$ cat src/rtl/ctl_regfile_pkg.sv
package ctl_regfile_pkg;

   localparam logic [7:0] A_SNAP_BASE = 8'h10;
   localparam logic [7:0] A_DATA_BASE = 8'h20;
   localparam logic [7:0] A_WD_TMO    = 8'h30;
   localparam logic [7:0] A_WD_PULSE  = 8'h31;
   localparam logic [7:0] A_WD_EVT    = 8'h32;
   localparam logic [7:0] A_FSM       = 8'h38;
   localparam logic [7:0] A_VIN       = 8'hE0;
   localparam logic [7:0] A_VOUT      = 8'hE1;
   localparam logic [7:0] A_SCFG      = 8'hF0;
   localparam logic [7:0] A_MASK      = 8'hF8;

   typedef enum logic [3:0] {
      SEL_NONE, SEL_ID, SEL_SNAP, SEL_DATA, SEL_WD_TMO, SEL_WD_PULSE,
      SEL_WD_EVT, SEL_FSM, SEL_VIN, SEL_VOUT, SEL_SCFG, SEL_MASK
   } sel_e;

   typedef struct packed {
      sel_e       sel;
      logic [3:0] idx;
   } dec_t;

endpackage

$ cat src/rtl/rf_decode.sv
module rf_decode
   import ctl_regfile_pkg::*;
#(
   parameter int unsigned NCNT = 8
) (
   input  logic [7:0] addr_i,
   output dec_t       dec_o
);

   localparam int unsigned SNAP_END = int'(A_SNAP_BASE) + NCNT;
   localparam int unsigned DATA_END = int'(A_DATA_BASE) + NCNT;

   always_comb begin
      dec_o.sel = SEL_NONE;
      dec_o.idx = '0;
      if (addr_i < 8'h08) begin
         dec_o.sel = SEL_ID;
         dec_o.idx = {1'b0, addr_i[2:0]};
      end else if (addr_i >= A_SNAP_BASE && int'(addr_i) < SNAP_END) begin
         dec_o.sel = SEL_SNAP;
         dec_o.idx = addr_i[3:0];
      end else if (addr_i >= A_DATA_BASE && int'(addr_i) < DATA_END) begin
         dec_o.sel = SEL_DATA;
         dec_o.idx = addr_i[3:0];
      end else begin
         case (addr_i)
            A_WD_TMO:   dec_o.sel = SEL_WD_TMO;
            A_WD_PULSE: dec_o.sel = SEL_WD_PULSE;
            A_WD_EVT:   dec_o.sel = SEL_WD_EVT;
            A_FSM:      dec_o.sel = SEL_FSM;
            A_VIN:      dec_o.sel = SEL_VIN;
            A_VOUT:     dec_o.sel = SEL_VOUT;
            A_SCFG:     dec_o.sel = SEL_SCFG;
            A_MASK:     dec_o.sel = SEL_MASK;
            default:    dec_o.sel = SEL_NONE;
         endcase
      end
   end

endmodule

$ cat src/rtl/rf_rw_byte.sv
module rf_rw_byte #(
   parameter int unsigned    DW  = 8,
   parameter logic [DW-1:0]  RST = '0
) (
   input  logic          clk,
   input  logic          rst_n,
   input  logic          we_i,
   input  logic [DW-1:0] wdata_i,
   input  logic [DW-1:0] mask_i,
   output logic [DW-1:0] q_o
);

   always_ff @(posedge clk or negedge rst_n) begin
      if (!rst_n)    q_o <= RST;
      else if (we_i) q_o <= (wdata_i & mask_i) | (q_o & ~mask_i);
   end

   // Bits outside the mask never move, whatever is written.
   assert_mask_keep_R8: assert property (@(posedge clk) disable iff (!rst_n)
      ((q_o ^ $past(q_o)) & ~$past(mask_i)) == '0);

endmodule

$ cat src/rtl/rf_evt_count.sv
module rf_evt_count #(
   parameter int unsigned DW       = 8,
   parameter bit          SATURATE = 1'b1
) (
   input  logic          clk,
   input  logic          rst_n,
   input  logic          evt_i,
   input  logic          clr_i,
   output logic [DW-1:0] q_o
);

   localparam logic [DW-1:0] TOP = '1;
   logic [DW-1:0] inc;

   generate
      if (SATURATE) begin : g_sat
         assign inc = (q_o == TOP) ? q_o : q_o + 1'b1;
      end else begin : g_wrap
         assign inc = q_o + 1'b1;
      end
   endgenerate

   always_ff @(posedge clk or negedge rst_n) begin
      if (!rst_n)      q_o <= '0;
      else if (clr_i)  q_o <= evt_i ? DW'(1) : '0;
      else if (evt_i)  q_o <= inc;
   end

   assert_clear_on_read_R6: assert property (@(posedge clk) disable iff (!rst_n)
      (clr_i && !evt_i) |=> (q_o == '0));
   assert_event_step_R6: assert property (@(posedge clk) disable iff (!rst_n)
      (!clr_i && evt_i && q_o != TOP) |=> (q_o == $past(q_o) + 1'b1));

   generate
      if (SATURATE) begin : g_sat_chk
         assert_saturate_R6: assert property (@(posedge clk) disable iff (!rst_n)
            (!clr_i && q_o == TOP) |=> (q_o == TOP));
      end
   endgenerate

endmodule

$ cat src/rtl/ctl_regfile.sv
module ctl_regfile
   import ctl_regfile_pkg::*;
#(
   parameter int unsigned   DW            = 8,
   parameter int unsigned   NCNT          = 8,
   parameter logic [7:0]    DEV_CODE0     = 8'h12,
   parameter logic [7:0]    DEV_CODE1     = 8'h02,
   parameter logic [7:0]    DEV_REV       = 8'h01,
   parameter logic [7:0]    CNT_INIT      = 8'h80,
   parameter logic [7:0]    WD_TMO_INIT   = 8'h10,
   parameter logic [7:0]    WD_PULSE_INIT = 8'h04,
   parameter bit            WD_SATURATE   = 1'b1
) (
   input  logic               clk,
   input  logic               rst_n,
   input  logic [7:0]         bus_addr_i,
   input  logic [7:0]         bus_wdata_i,
   input  logic               bus_we_i,
   input  logic               bus_re_i,
   output logic [7:0]         bus_rdata_o,
   input  logic [31:0]        prog_id_i,
   input  logic [NCNT*8-1:0]  cnt_live_i,
   output logic [NCNT*8-1:0]  cnt_reload_o,
   input  logic               wd_event_i,
   output logic [7:0]         wd_timeout_o,
   output logic [7:0]         wd_pulse_o,
   input  logic [2:0]         fsm_state_i,
   output logic               fsm_load_o,
   output logic [2:0]         fsm_load_val_o,
   output logic [7:0]         vin_o,
   input  logic [7:0]         vout_i,
   output logic               autoinc_o
);

   localparam int unsigned ID_BYTES = 4;
   localparam int unsigned SW       = 3;
   localparam logic [DW-1:0] ONES   = '1;

   generate
      if (DW != 8) begin : g_bad_dw
         initial $fatal(1, "ctl_regfile: DW must be 8");
      end
      if (NCNT < 7 || NCNT > 16) begin : g_bad_ncnt
         initial $fatal(1, "ctl_regfile: NCNT must be within 7..16");
      end
   endgenerate

   dec_t          dec;
   logic [DW-1:0] mask_q;
   logic [31:0]   pid_q;
   logic          pid_done_q;
   logic [DW-1:0] data_q [NCNT];
   logic [DW-1:0] scfg_q;
   logic [DW-1:0] wd_evt_q;
   logic [DW-1:0] rd_val;

   rf_decode #(.NCNT(NCNT)) u_dec (.addr_i(bus_addr_i), .dec_o(dec));

   // Mask register: exempt from itself so it can always be reopened.
   always_ff @(posedge clk or negedge rst_n) begin
      if (!rst_n)                             mask_q <= ONES;
      else if (bus_we_i && dec.sel == SEL_MASK) mask_q <= bus_wdata_i;
   end

   // Program identifier captured once on the first clock after reset.
   always_ff @(posedge clk or negedge rst_n) begin
      if (!rst_n) begin
         pid_q      <= '0;
         pid_done_q <= 1'b0;
      end else if (!pid_done_q) begin
         pid_q      <= prog_id_i;
         pid_done_q <= 1'b1;
      end
   end

   generate
      for (genvar i = 0; i < NCNT; i++) begin : g_cnt
         rf_rw_byte #(.DW(DW), .RST(CNT_INIT)) u_data (
            .clk(clk), .rst_n(rst_n),
            .we_i(bus_we_i && dec.sel == SEL_DATA && int'(dec.idx) == i),
            .wdata_i(bus_wdata_i), .mask_i(mask_q), .q_o(data_q[i]));
         assign cnt_reload_o[i*8 +: 8] = data_q[i];
      end
   endgenerate

   rf_rw_byte #(.DW(DW), .RST(WD_TMO_INIT)) u_wd_tmo (
      .clk(clk), .rst_n(rst_n), .we_i(bus_we_i && dec.sel == SEL_WD_TMO),
      .wdata_i(bus_wdata_i), .mask_i(mask_q), .q_o(wd_timeout_o));

   rf_rw_byte #(.DW(DW), .RST(WD_PULSE_INIT)) u_wd_pulse (
      .clk(clk), .rst_n(rst_n), .we_i(bus_we_i && dec.sel == SEL_WD_PULSE),
      .wdata_i(bus_wdata_i), .mask_i(mask_q), .q_o(wd_pulse_o));

   rf_rw_byte #(.DW(DW), .RST('0)) u_vin (
      .clk(clk), .rst_n(rst_n), .we_i(bus_we_i && dec.sel == SEL_VIN),
      .wdata_i(bus_wdata_i), .mask_i(mask_q), .q_o(vin_o));

   rf_rw_byte #(.DW(DW), .RST('0)) u_scfg (
      .clk(clk), .rst_n(rst_n), .we_i(bus_we_i && dec.sel == SEL_SCFG),
      .wdata_i(bus_wdata_i), .mask_i(mask_q), .q_o(scfg_q));
   assign autoinc_o = scfg_q[0];

   rf_evt_count #(.DW(DW), .SATURATE(WD_SATURATE)) u_wd_evt (
      .clk(clk), .rst_n(rst_n), .evt_i(wd_event_i),
      .clr_i(bus_re_i && dec.sel == SEL_WD_EVT), .q_o(wd_evt_q));

   // Force-state pulse, merged with the live state outside the mask.
   always_ff @(posedge clk or negedge rst_n) begin
      if (!rst_n) begin
         fsm_load_o     <= 1'b0;
         fsm_load_val_o <= '0;
      end else begin
         fsm_load_o <= bus_we_i && dec.sel == SEL_FSM;
         if (bus_we_i && dec.sel == SEL_FSM)
            fsm_load_val_o <= (bus_wdata_i[SW-1:0] & mask_q[SW-1:0]) |
                              (fsm_state_i & ~mask_q[SW-1:0]);
      end
   end

   function automatic logic [7:0] id_byte(input logic [3:0] k, input logic [31:0] pid);
      case (k)
         4'd0:    id_byte = DEV_CODE0;
         4'd1:    id_byte = DEV_CODE1;
         4'd2:    id_byte = 8'h00;
         4'd3:    id_byte = DEV_REV;
         default: id_byte = pid[(ID_BYTES - 1 - (int'(k) - 4)) * 8 +: 8];
      endcase
   endfunction

   always_comb begin
      rd_val = '0;
      case (dec.sel)
         SEL_ID:       rd_val = id_byte(dec.idx, pid_q);
         SEL_SNAP:     rd_val = cnt_live_i[int'(dec.idx) * 8 +: 8];
         SEL_DATA:     rd_val = data_q[int'(dec.idx) % NCNT];
         SEL_WD_TMO:   rd_val = wd_timeout_o;
         SEL_WD_PULSE: rd_val = wd_pulse_o;
         SEL_WD_EVT:   rd_val = wd_evt_q;
         SEL_FSM:      rd_val = {{(DW-SW){1'b0}}, fsm_state_i};
         SEL_VIN:      rd_val = vin_o;
         SEL_VOUT:     rd_val = vout_i;
         SEL_SCFG:     rd_val = {{(DW-1){1'b0}}, scfg_q[0]};
         SEL_MASK:     rd_val = mask_q;
         default:      rd_val = '0;
      endcase
   end

   always_ff @(posedge clk or negedge rst_n) begin
      if (!rst_n)        bus_rdata_o <= '0;
      else if (bus_re_i) bus_rdata_o <= (dec.sel == SEL_MASK) ? rd_val : (rd_val & mask_q);
   end

   assert_load_source_R7: assert property (@(posedge clk) disable iff (!rst_n)
      fsm_load_o |-> ($past(bus_we_i) && $past(bus_addr_i) == A_FSM));
   assert_unmapped_zero_R11: assert property (@(posedge clk) disable iff (!rst_n)
      ($past(bus_re_i) && $past(dec.sel) == SEL_NONE) |-> (bus_rdata_o == '0));
   assert_rdata_hold_R3: assert property (@(posedge clk) disable iff (!rst_n)
      !$past(bus_re_i) |-> $stable(bus_rdata_o));
   assert_masked_read_R8: assert property (@(posedge clk) disable iff (!rst_n)
      ($past(bus_re_i) && $past(dec.sel) != SEL_MASK) |-> ((bus_rdata_o & ~$past(mask_q)) == '0));

endmodule

$ cat config.mk
export PLATFORM = sky130hd
export DESIGN_NAME = ctl_regfile
export DESIGN_NICKNAME = d
export VERILOG_FILES = /design/src/rtl/ctl_regfile_pkg.sv /design/src/rtl/rf_decode.sv /design/src/rtl/rf_rw_byte.sv /design/src/rtl/rf_evt_count.sv /design/src/rtl/ctl_regfile.sv
export SDC_FILE = /design/constraint.sdc
export NUM_CORES = 1
export LEC_CHECK = 0
export ABC_AREA = 1
export CORE_MARGIN = 2
export CORE_UTILIZATION = 40
export CTS_CLUSTER_SIZE = 40
export DETAILED_ROUTE_END_ITERATION = 8
export PLACE_DENSITY = 0.7
export SLEW_MARGIN = 20
export SYNTH_ARGS = -nofsm -noshare
export SYNTH_HDL_FRONTEND = slang
export SYNTH_SLANG_ARGS = --single-unit
$ cat constraint.sdc
create_clock -name clk -period 1.6 [get_ports clk]
set_input_delay 0.16 -clock clk [delete_from_list [all_inputs] [get_ports clk]]
set_output_delay 0.16 -clock clk [all_outputs]
set_load 0.01 [all_outputs]
After elaboration in Yosys (flattened, before gate mapping)

Index checks and enable logic that the tools add are counted.

Register bits: 157
Output and inout bits: 101

Add/sub/neg operators: 3
$lt $le $gt $ge: 6
Equality and inequality tests: 31
Shift-type cells: 2
Muxes and demuxes: 15
Bitwise gates (word level): 32
Reduce and logical (&&, ||, !) cells: 22

Operators by type and width:

| cell                | number |
|---|---|
| $and 8x8->8         | 14 |
| $or 8x8->8          | 12 |
| $pmux 8 s11         | 1 |
| $mux 8              | 8 |
| $shiftx 64x8->8     | 1 |
| $eq 8x8->1 const B  | 5 |
| $ge 33x4->1 const B | 1 |
| $not 3->33          | 1 |
| $shiftx 32x33->8    | 1 |
| $eq 4x4->1 const B  | 8 |
| $eq 8x6->1 const B  | 4 |
| $pmux 4 s8          | 1 |
| $pmux 8 s4          | 1 |
| $bmux 8 s3          | 1 |
| $eq 4x3->1 const B  | 6 |
| $eq 4x2->1 const B  | 5 |
| $logic_and 1x1->1   | 18 |
| $add 8x1->8 const B | 1 |
| $eq 4x1->1 const B  | 2 |
| $ge 8x5->1 const B  | 1 |
| $ge 8x6->1 const B  | 1 |
| $logic_not 4->1     | 2 |
| $lt 8x4->1 const B  | 1 |
| $lt 8x5->1 const B  | 1 |
| other kinds (12)    | 14 |

Longest topological paths before layout

Gate-level depths: netlist (run 1).

Depth after elaboration: 12
Gate-level depth with buffers: 13
Depth with buffers taken out: 13

Hierarchy

From an unflattened synthesis (run 1), not the netlist that was laid out.

Cell total of the unflattened synthesis: 1331
Area total of the unflattened synthesis: 9626.7 µm²

By module, submodules not included:

| module                           | instances | cells an instance | area an instance (µm²) |
|---|---|---|---|
| ctl_regfile                      | 1         | 704               | 4272.8 |
| rf_rw_byte (g_cnt[0].u_data ...) | 10        | 42                | 382.9 |
| rf_rw_byte (u_scfg ...)          | 2         | 42                | 381.6 |
| rf_evt_count                     | 1         | 71                | 520.5 |
| rf_decode                        | 1         | 52                | 241.5 |

Least setup slack after synthesis (run 1)

No wires, ideal clock.

Path type: input-to-reg
From: in bus_addr_i[2]
To: reg (tool-made name)
Data arrival time: 1.969 ns
Slack: -0.447 ns
Stages: 9
Cells stage by stage: buf_2 nand4_1 clkbuf_1 ha_1 inv_1 nor3_4 buf_2 a21oi_1 a31oi_1

RTL lines:

| item            | line              | source |
|---|---|---|
| start, declared | ctl_regfile.sv:16 | `input logic [7:0] bus_addr_i,` |

Worst setup path in the final report (run 1)

From: reg u_wd_evt.q_o[0]
To: reg u_wd_evt.q_o[6]

Longest elaborated chain between the ends: 4

Ends and longest elaborated chain:

| item                   | line               | source |
|---|---|---|
| start, declared        | rf_evt_count.sv:9  | `output logic [DW-1:0] q_o` |
| start signal, assigned | rf_evt_count.sv:25 | `else if (clr_i) q_o <= evt_i ? DW'(1) : '0;` |
| start signal, assigned | rf_evt_count.sv:26 | `else if (evt_i) q_o <= inc;` |
| $add 8x1->8            | rf_evt_count.sv:17 | `assign inc = (q_o == TOP) ? q_o : q_o + 1'b1;` |
| $mux 8                 | rf_evt_count.sv:17 |  |
| $mux 8                 | rf_evt_count.sv:26 |  |
| $mux 8                 | rf_evt_count.sv:25 |  |

Several ways; a longest one is shown, not always the timed one. The select of a mux whose other input is x is not followed.
A chain may end at the register's enable or synchronous reset.

==> flow_metrics.py, run 1 <==
metrics = {
    "status": {
        "status": "complete, but fails checks",
        "violations": "setup timing",
    },
    "floorplan": {
        "num_rows": 53,
        "die_y_um": 151,
        "die_w_um": 151,
        "start_util_pct": 41.0,
        "die_area_um2": 22900,
        "core_region_area_um2": 21200,
        "ios": 229,
    },
    "global_routing": {
        "grt_pass1_wl_mm": 50.1,
        "grt_max_degree": 42,
        "grtUsageTotal_pct": 28.8,
        "grt_pass1_vias": 9206,
        "antenna_found_initial": 0,
        "gr-total-overflow": 0,
    },
    "hold_path": {
        "hold_path_class": "input port to asynchronous set/reset pin",
    },
    "pwr": {
        "pwr-share-clk_pct": 40.3,
        "p_sw_share_pct": 28.7,
        "p_switching_uw": 2850,
        "power_frac_seq_pct": 41.8,
        "total_leakage_power_uw": 0.00612,
        "power.density_nw_per_um2": 746,
        "ir_drop_mv": 0.692,
        "intPower_uw": 7080,
        "p_comb_share_pct": 17.9,
    },
    "place": {
        "dp_cells": 1753,
        "port_buffers": 228,
        "hpwl_mm": 24.3,
        "gp_congestion": 0.948,
        "preCtsSetupSlack_ns": -0.777,
    },
    "drt": {
        "vias": 9519,
        "ant_nets": 0,
        "routed_wl_mm": 32.8,
        "routedWlPerCell_um": 18.2,
        "drt_iter0_markers": 868,
        "drc": 0,
        "avgViaCountPerCell": 5.28,
        "first_pass_iters": 6,
    },
    "synth": {
        "ys.flop_type": "dfrtp_1",
        "synth_edf_count": 0,
        "ys_ff_latch": 150,
        "avgSynthCellArea_um2": 7.42,
        "synth_area_leaders": "dfrtp_1 38%, nand2_1 16%, inv_1 6.3%",
        "async_reset_ff_share_pct": 100,
        "yosys.area.top_type_share_pct": 38.1,
        "yosys.area.top_type": "dfrtp_1",
        "ys_seq_area_share_pct": 43.5,
        "yosys_warnings": 0,
        "synth_cell_types": 41,
        "syn_area_um2": 8670,
        "synthCells": 1169,
    },
    "cells_and_area": {
        "stdcell_count": 1803,
        "nets": 1646,
        "most-common-layout-cells": "341 x nand2_1, 204 x clkdlybuf4s50_1, 141 x inv_1",
        "num_antenna_cells": 0,
        "drive_gt1_share_pct": 20.5,
        "num-fill-cells": 1822,
        "area_delta_synth_final_pct": 53.4,
        "final_common_cell": "nand2_1",
        "multiInputGateArea_um2": 4310,
        "seqCellArea_um2": 3780,
    },
    "sta": {
        "post-route-min-period_ns": 1.62,
        "fmax_ghz": 0.618,
        "finClkSkew_ns": 0.00826,
        "setup_violations": 1,
        "drv_slew": 0,
        "min_period_over_period_pct": 101,
        "finalHoldViolations": 0,
        "setup_slack_ns": -0.0183,
        "rsz0062_at_grt": "true",
    },
    "setup_path": {
        "cp_data_required_time_ns": 1.97,
        "crit_arrival_ns": 1.99,
        "setup.worst_path.end_class": "flip-flop",
        "cp_max_fo": 4,
        "crit_type": "flip-flop to flip-flop",
        "start_kind": "flip-flop",
    },
    "clock_tree": {
        "cts_buffers": 17,
        "root_buffer": "clkbuf_16",
        "clk_pin_slew_ns": 0.07,
        "insertion_delay_ns": 0.43,
        "cts.sinks": 150,
        "ctsHtreeMaxLevel": 4,
        "cts_buffer_depth": 2,
        "cts_tree": "built",
    },
    "flow_run": {
        "drv_cap": 0,
    },
}
-- kinds of logic after synthesis --
logic type               synth area share [%]
AND/OR/NAND/NOR                          28.3
AO/OA/AOI/OAI                            14.4
buffers and inverters                    9.51
flip-flops                               43.5
multiplexers                             3.38
XOR/XNOR                                0.404
adder cells (fa/ha/maj)                 0.433
other                                  0.0432
-- cells in the mapped netlist, types with 7 or more instances --
master	instances
dfstp_2	18
buf_2	14
nor3_1	11
a21oi_1	72
nor2_2	7
nand2_1	362
a31oi_1	49
clkbuf_1	33
nor2_1	78
nand4_1	24
o21ai_1	30
o21ai_0	32
nand3_1	46
o211ai_1	26
nor2_4	12
mux2_2	26
inv_1	145
dfrtp_1	132
inv_2	7
-- through the flow --
stage / TNS (ns) / util (%) / hold slack, ns / total power, uW / area, um2
floorplan: 0 / - / -0.136 / 4810 / 8740
global placement: -62.66 / 58.4 / 0.108 / 5700 / 12300
detailed placement: -64.26 / 58.4 / 0.105 / 5720 / 12300
CTS: -0.0617 / 62.2 / 0.229 / 9810 / 13200
global route: -0.241 / 62.9 / 0.251 / 10300 / 13300
finish: -0.0183 / 62.9 / 0.215 / 9920 / 13300
-- worst max-delay path, stage by stage (launching register included) --
cell and delay [ns]:
dfrtp_1 0.39, ha_4 0.19, nand2_4 0.06, nor3_4 0.17, nand3_4 0.16, nand2_8 0.13, nand2_4 0.07, nand2_4 0.07
inv_2 0.04, a21oi_2 0.13, o21a_1 0.14
-- per-layer routing --
metal	up-vias	global-route usage, %	share of wire, %
li1	4488	-	-
met1	4471	37.7	41
met2	495	47.9	47
met3	65	5.96	9.2
met4	0	8.88	2.8
met5	-	0	0
-- path summary, 6_finish.rpt --
kind / start / end / slack [ns] / depth (start not counted)
max: u_wd_evt.q_o[0]$_DFFE_PN0P_ / u_wd_evt.q_o[6]$_DFFE_PN0P_ / -0.02 / 10
min: rst_n / asynchronous set/reset pin / 0.22 / 2
max reg2reg: u_wd_evt.q_o[0]$_DFFE_PN0P_ / u_wd_evt.q_o[6]$_DFFE_PN0P_ / -0.02 / 10
min reg2reg: flip-flop / flip-flop / 0.49 / 2
max in group asynchronous: rst_n / asynchronous set/reset pin / 0.72 / 3
min in group clk: prog_id_i[21] / pid_q[21]$_DFFE_PN0N_ / 0.29 / 3
-- final cells by class --
class                      instances  share of cell area, %
multi-input combinational        813                   32.4
sequential                       150                   28.4
timing repair buffer             379                   27.8
inverter                         154                   4.45
clock buffer                      19                   3.33
tap                              275                   2.59
clock inverter                    13                   1.02
-- timing repair --
item,in CTS,in global routing
cloned,1,0
endpoints found under the hold margin,34,0
gates resized for setup,64,46
pin swaps,21,32
setup endpoints to repair,118,49
setup buffers,11,7
hold buffers,1,0
-- power by group through the flow --
stage / clock network, uW / logic, uW / registers (uW)
after floorplan: 0 / 663 / 4150
after global placement: 0 / 1510 / 4190
after detailed placement: 0 / 1530 / 4190
after CTS: 4020 / 1650 / 4140
after global routing: 4180 / 1900 / 4170
final: 4000 / 1770 / 4150
(Power assumes the default switching activity.)
==> run 2, diff against run 1 <==
--- a/config.mk
+++ b/config.mk
@@ -6,7 +6,6 @@
 export NUM_CORES = 1
 export LEC_CHECK = 0
 export ABC_AREA = 1
-export CORE_MARGIN = 2
 export CORE_UTILIZATION = 40
 export CTS_CLUSTER_SIZE = 40
 export DETAILED_ROUTE_END_ITERATION = 8
==> flow_metrics.py, run 2 (synthesis results as in run 1) <==
metrics = {
    "clock_tree": {
        "cts_buffer_depth": 2,
        "insertion_delay_ns": 0.44,
        "clk_pin_slew_ns": 0.07,
        "cts.sinks": 150,
        "ctsHtreeMaxLevel": 4,
        "cts_buffers": 17,
        "root_buffer": "clkbuf_16",
        "cts_tree": "built",
    },
    "sta": {
        "setup_tns_ns": -0.0550,
        "min_period_over_period_pct": 103,
        "finalHoldViolations": 0,
        "slew_headroom_pct": 66.0,
        "finClkSkew_ns": 0.00826,
        "tightest_slew_ns": 0.510,
        "rsz0062_at_grt": "true",
        "fmax_ghz": 0.606,
        "setup_violations": 2,
        "setup_slack_ns": -0.0510,
        "drv_slew": 0,
        "post-route-min-period_ns": 1.65,
    },
    "pwr": {
        "p_total_uw": 10000,
        "total_leakage_power_uw": 0.00624,
        "ir_drop_mv": 0.655,
        "power.density_nw_per_um2": 750,
    },
    "setup_path": {
        "setup.worst_path.start": "bus_addr_i[6]",
        "crit_arrival_ns": 1.97,
        "crit_type": "input port to flip-flop",
        "start_kind": "input port",
        "reg2reg_from": "u_wd_evt.q_o[1]$_DFFE_PN0P_",
        "cp_data_required_time_ns": 1.92,
        "setup.worst_path.end_class": "flip-flop",
        "cp_max_fo": 8,
    },
    "floorplan": {
        "die_y_um": 149,
        "ios": 229,
        "die_area_um2": 22300,
        "die_w_um": 149,
        "num_rows": 53,
        "start_util_pct": 41.0,
        "core_region_area_um2": 21200,
    },
    "place": {
        "placed_area_um2": 12300,
        "gp_congestion": 0.945,
        "hpwl_mm": 23.9,
        "port_buffers": 228,
    },
    "drt": {
        "routed_wl_mm": 32.7,
        "ant_nets": 0,
        "drt_iter0_markers": 981,
        "vias": 9584,
        "routedWlPerCell_um": 18.1,
        "first_pass_iters": 5,
        "drc": 0,
        "avgViaCountPerCell": 5.32,
    },
    "global_routing": {
        "grt_pass1_wl_mm": 48.8,
        "gr-total-overflow": 0,
        "grtUsageTotal_pct": 28.9,
        "grt_max_degree": 48,
        "grt_pass1_vias": 8878,
        "antenna_found_initial": 0,
    },
    "flow_run": {
        "drv_cap": 0,
    },
    "cells_and_area": {
        "drive_gt1_share_pct": 21.6,
        "num-fill-cells": 1746,
        "num_antenna_cells": 0,
        "area_delta_synth_final_pct": 54.2,
        "fin_area_um2": 13400,
        "most-common-layout-cells": "335 x nand2_1, 198 x clkdlybuf4s50_1, 141 x inv_1",
        "nets": 1646,
        "final_common_cell": "nand2_1",
    },
    "status": {
        "status": "complete, but fails checks",
        "violations": "setup timing",
    },
    "hold_path": {
        "hold_path_class": "input port to asynchronous set/reset pin",
    },
}
run 2: metal layers:
layer / GRT usage [%] / vias up / wire, um
met5: 0 / - / 0
met4: 9.29 / 0 / 690
met3: 4.28 / 55 / 2740
met2: 47.2 / 525 / 15600
met1: 39.3 / 4516 / 13600
li1: - / 4488 / -
run 2: worst max-delay path, cell delays in order:
cell and delay, ns:
buf_6 0.10, nor2_4 0.16, buf_12 0.13, nand3_4 0.14, buf_12 0.18, nor2_4 0.15, clkinv_4 0.14, buf_6 0.15
nor2_4 0.08, nor2_2 0.05, nand2_1 0.08, nand2_2 0.06, nand2_2 0.06, nand3_2 0.07, o21bai_1 0.17, nand2_1 0.08
run 2: layout make-up:
| type | instances | area [um2] | share of cell area (%) |
|---|---|---|---|
| Tap cell | 275 | 344 | 2.57 |
| Clock inverter | 15 | 185 | 1.38 |
| Inverter | 154 | 592 | 4.43 |
| Timing Repair Buffer | 379 | 3720 | 27.8 |
| Clock buffer | 17 | 425 | 3.18 |
| Sequential cell | 150 | 3780 | 28.2 |
| Multi-Input combinational cell | 813 | 4330 | 32.4 |
run 2: report_power, final:
part / internal (uW) / leakage [uW] / switching [uW]
registers: 3990 / 0.00193 / 153
logic: 805 / 0.00401 / 873
clock network: 2370 / 0.000296 / 1840
total: 7160 / 0.00624 / 2870
run 2: worst paths after layout:
check                                               to  slack (ns)  cells past startpoint
hold reg to reg             bus_rdata_o[4]$_DFFE_PN0P_        0.48                      2
max in group asynchronous   asynchronous set/reset pin        0.75                      3
hold / removal              asynchronous set/reset pin        0.20                      2
min in group clk                 pid_q[21]$_DFFE_PN0N_        0.31                      3
setup / recovery            bus_rdata_o[0]$_DFFE_PN0P_       -0.05                     16
setup reg to reg           u_wd_evt.q_o[4]$_DFFE_PN0P_        0.01                      9
run 2: what timing repair did:
action                                 4_1_cts  5_1_grt
setup endpoints to repair                  127       55
hold buffers                                 1        0
pin swaps                                   14       28
cloned                                       0        1
resized for setup                           52       85
setup buffers                               11       11
endpoints found under the hold margin       94        0
run 2: metrics by stage:
step / utilization, % / cells / hold WS (ns) / setup slack, ns
CTS: 61.6 / 1791 / 0.211 / 0.00419
global route: 63.2 / 1803 / 0.235 / -0.100
global placement: 58.0 / 1747 / 0.0912 / -0.743
finish: 63.2 / 1803 / 0.199 / -0.0510
floorplan: - / 1171 / -0.136 / 0.0262
detailed placement: 58.0 / 1747 / 0.0898 / -0.759
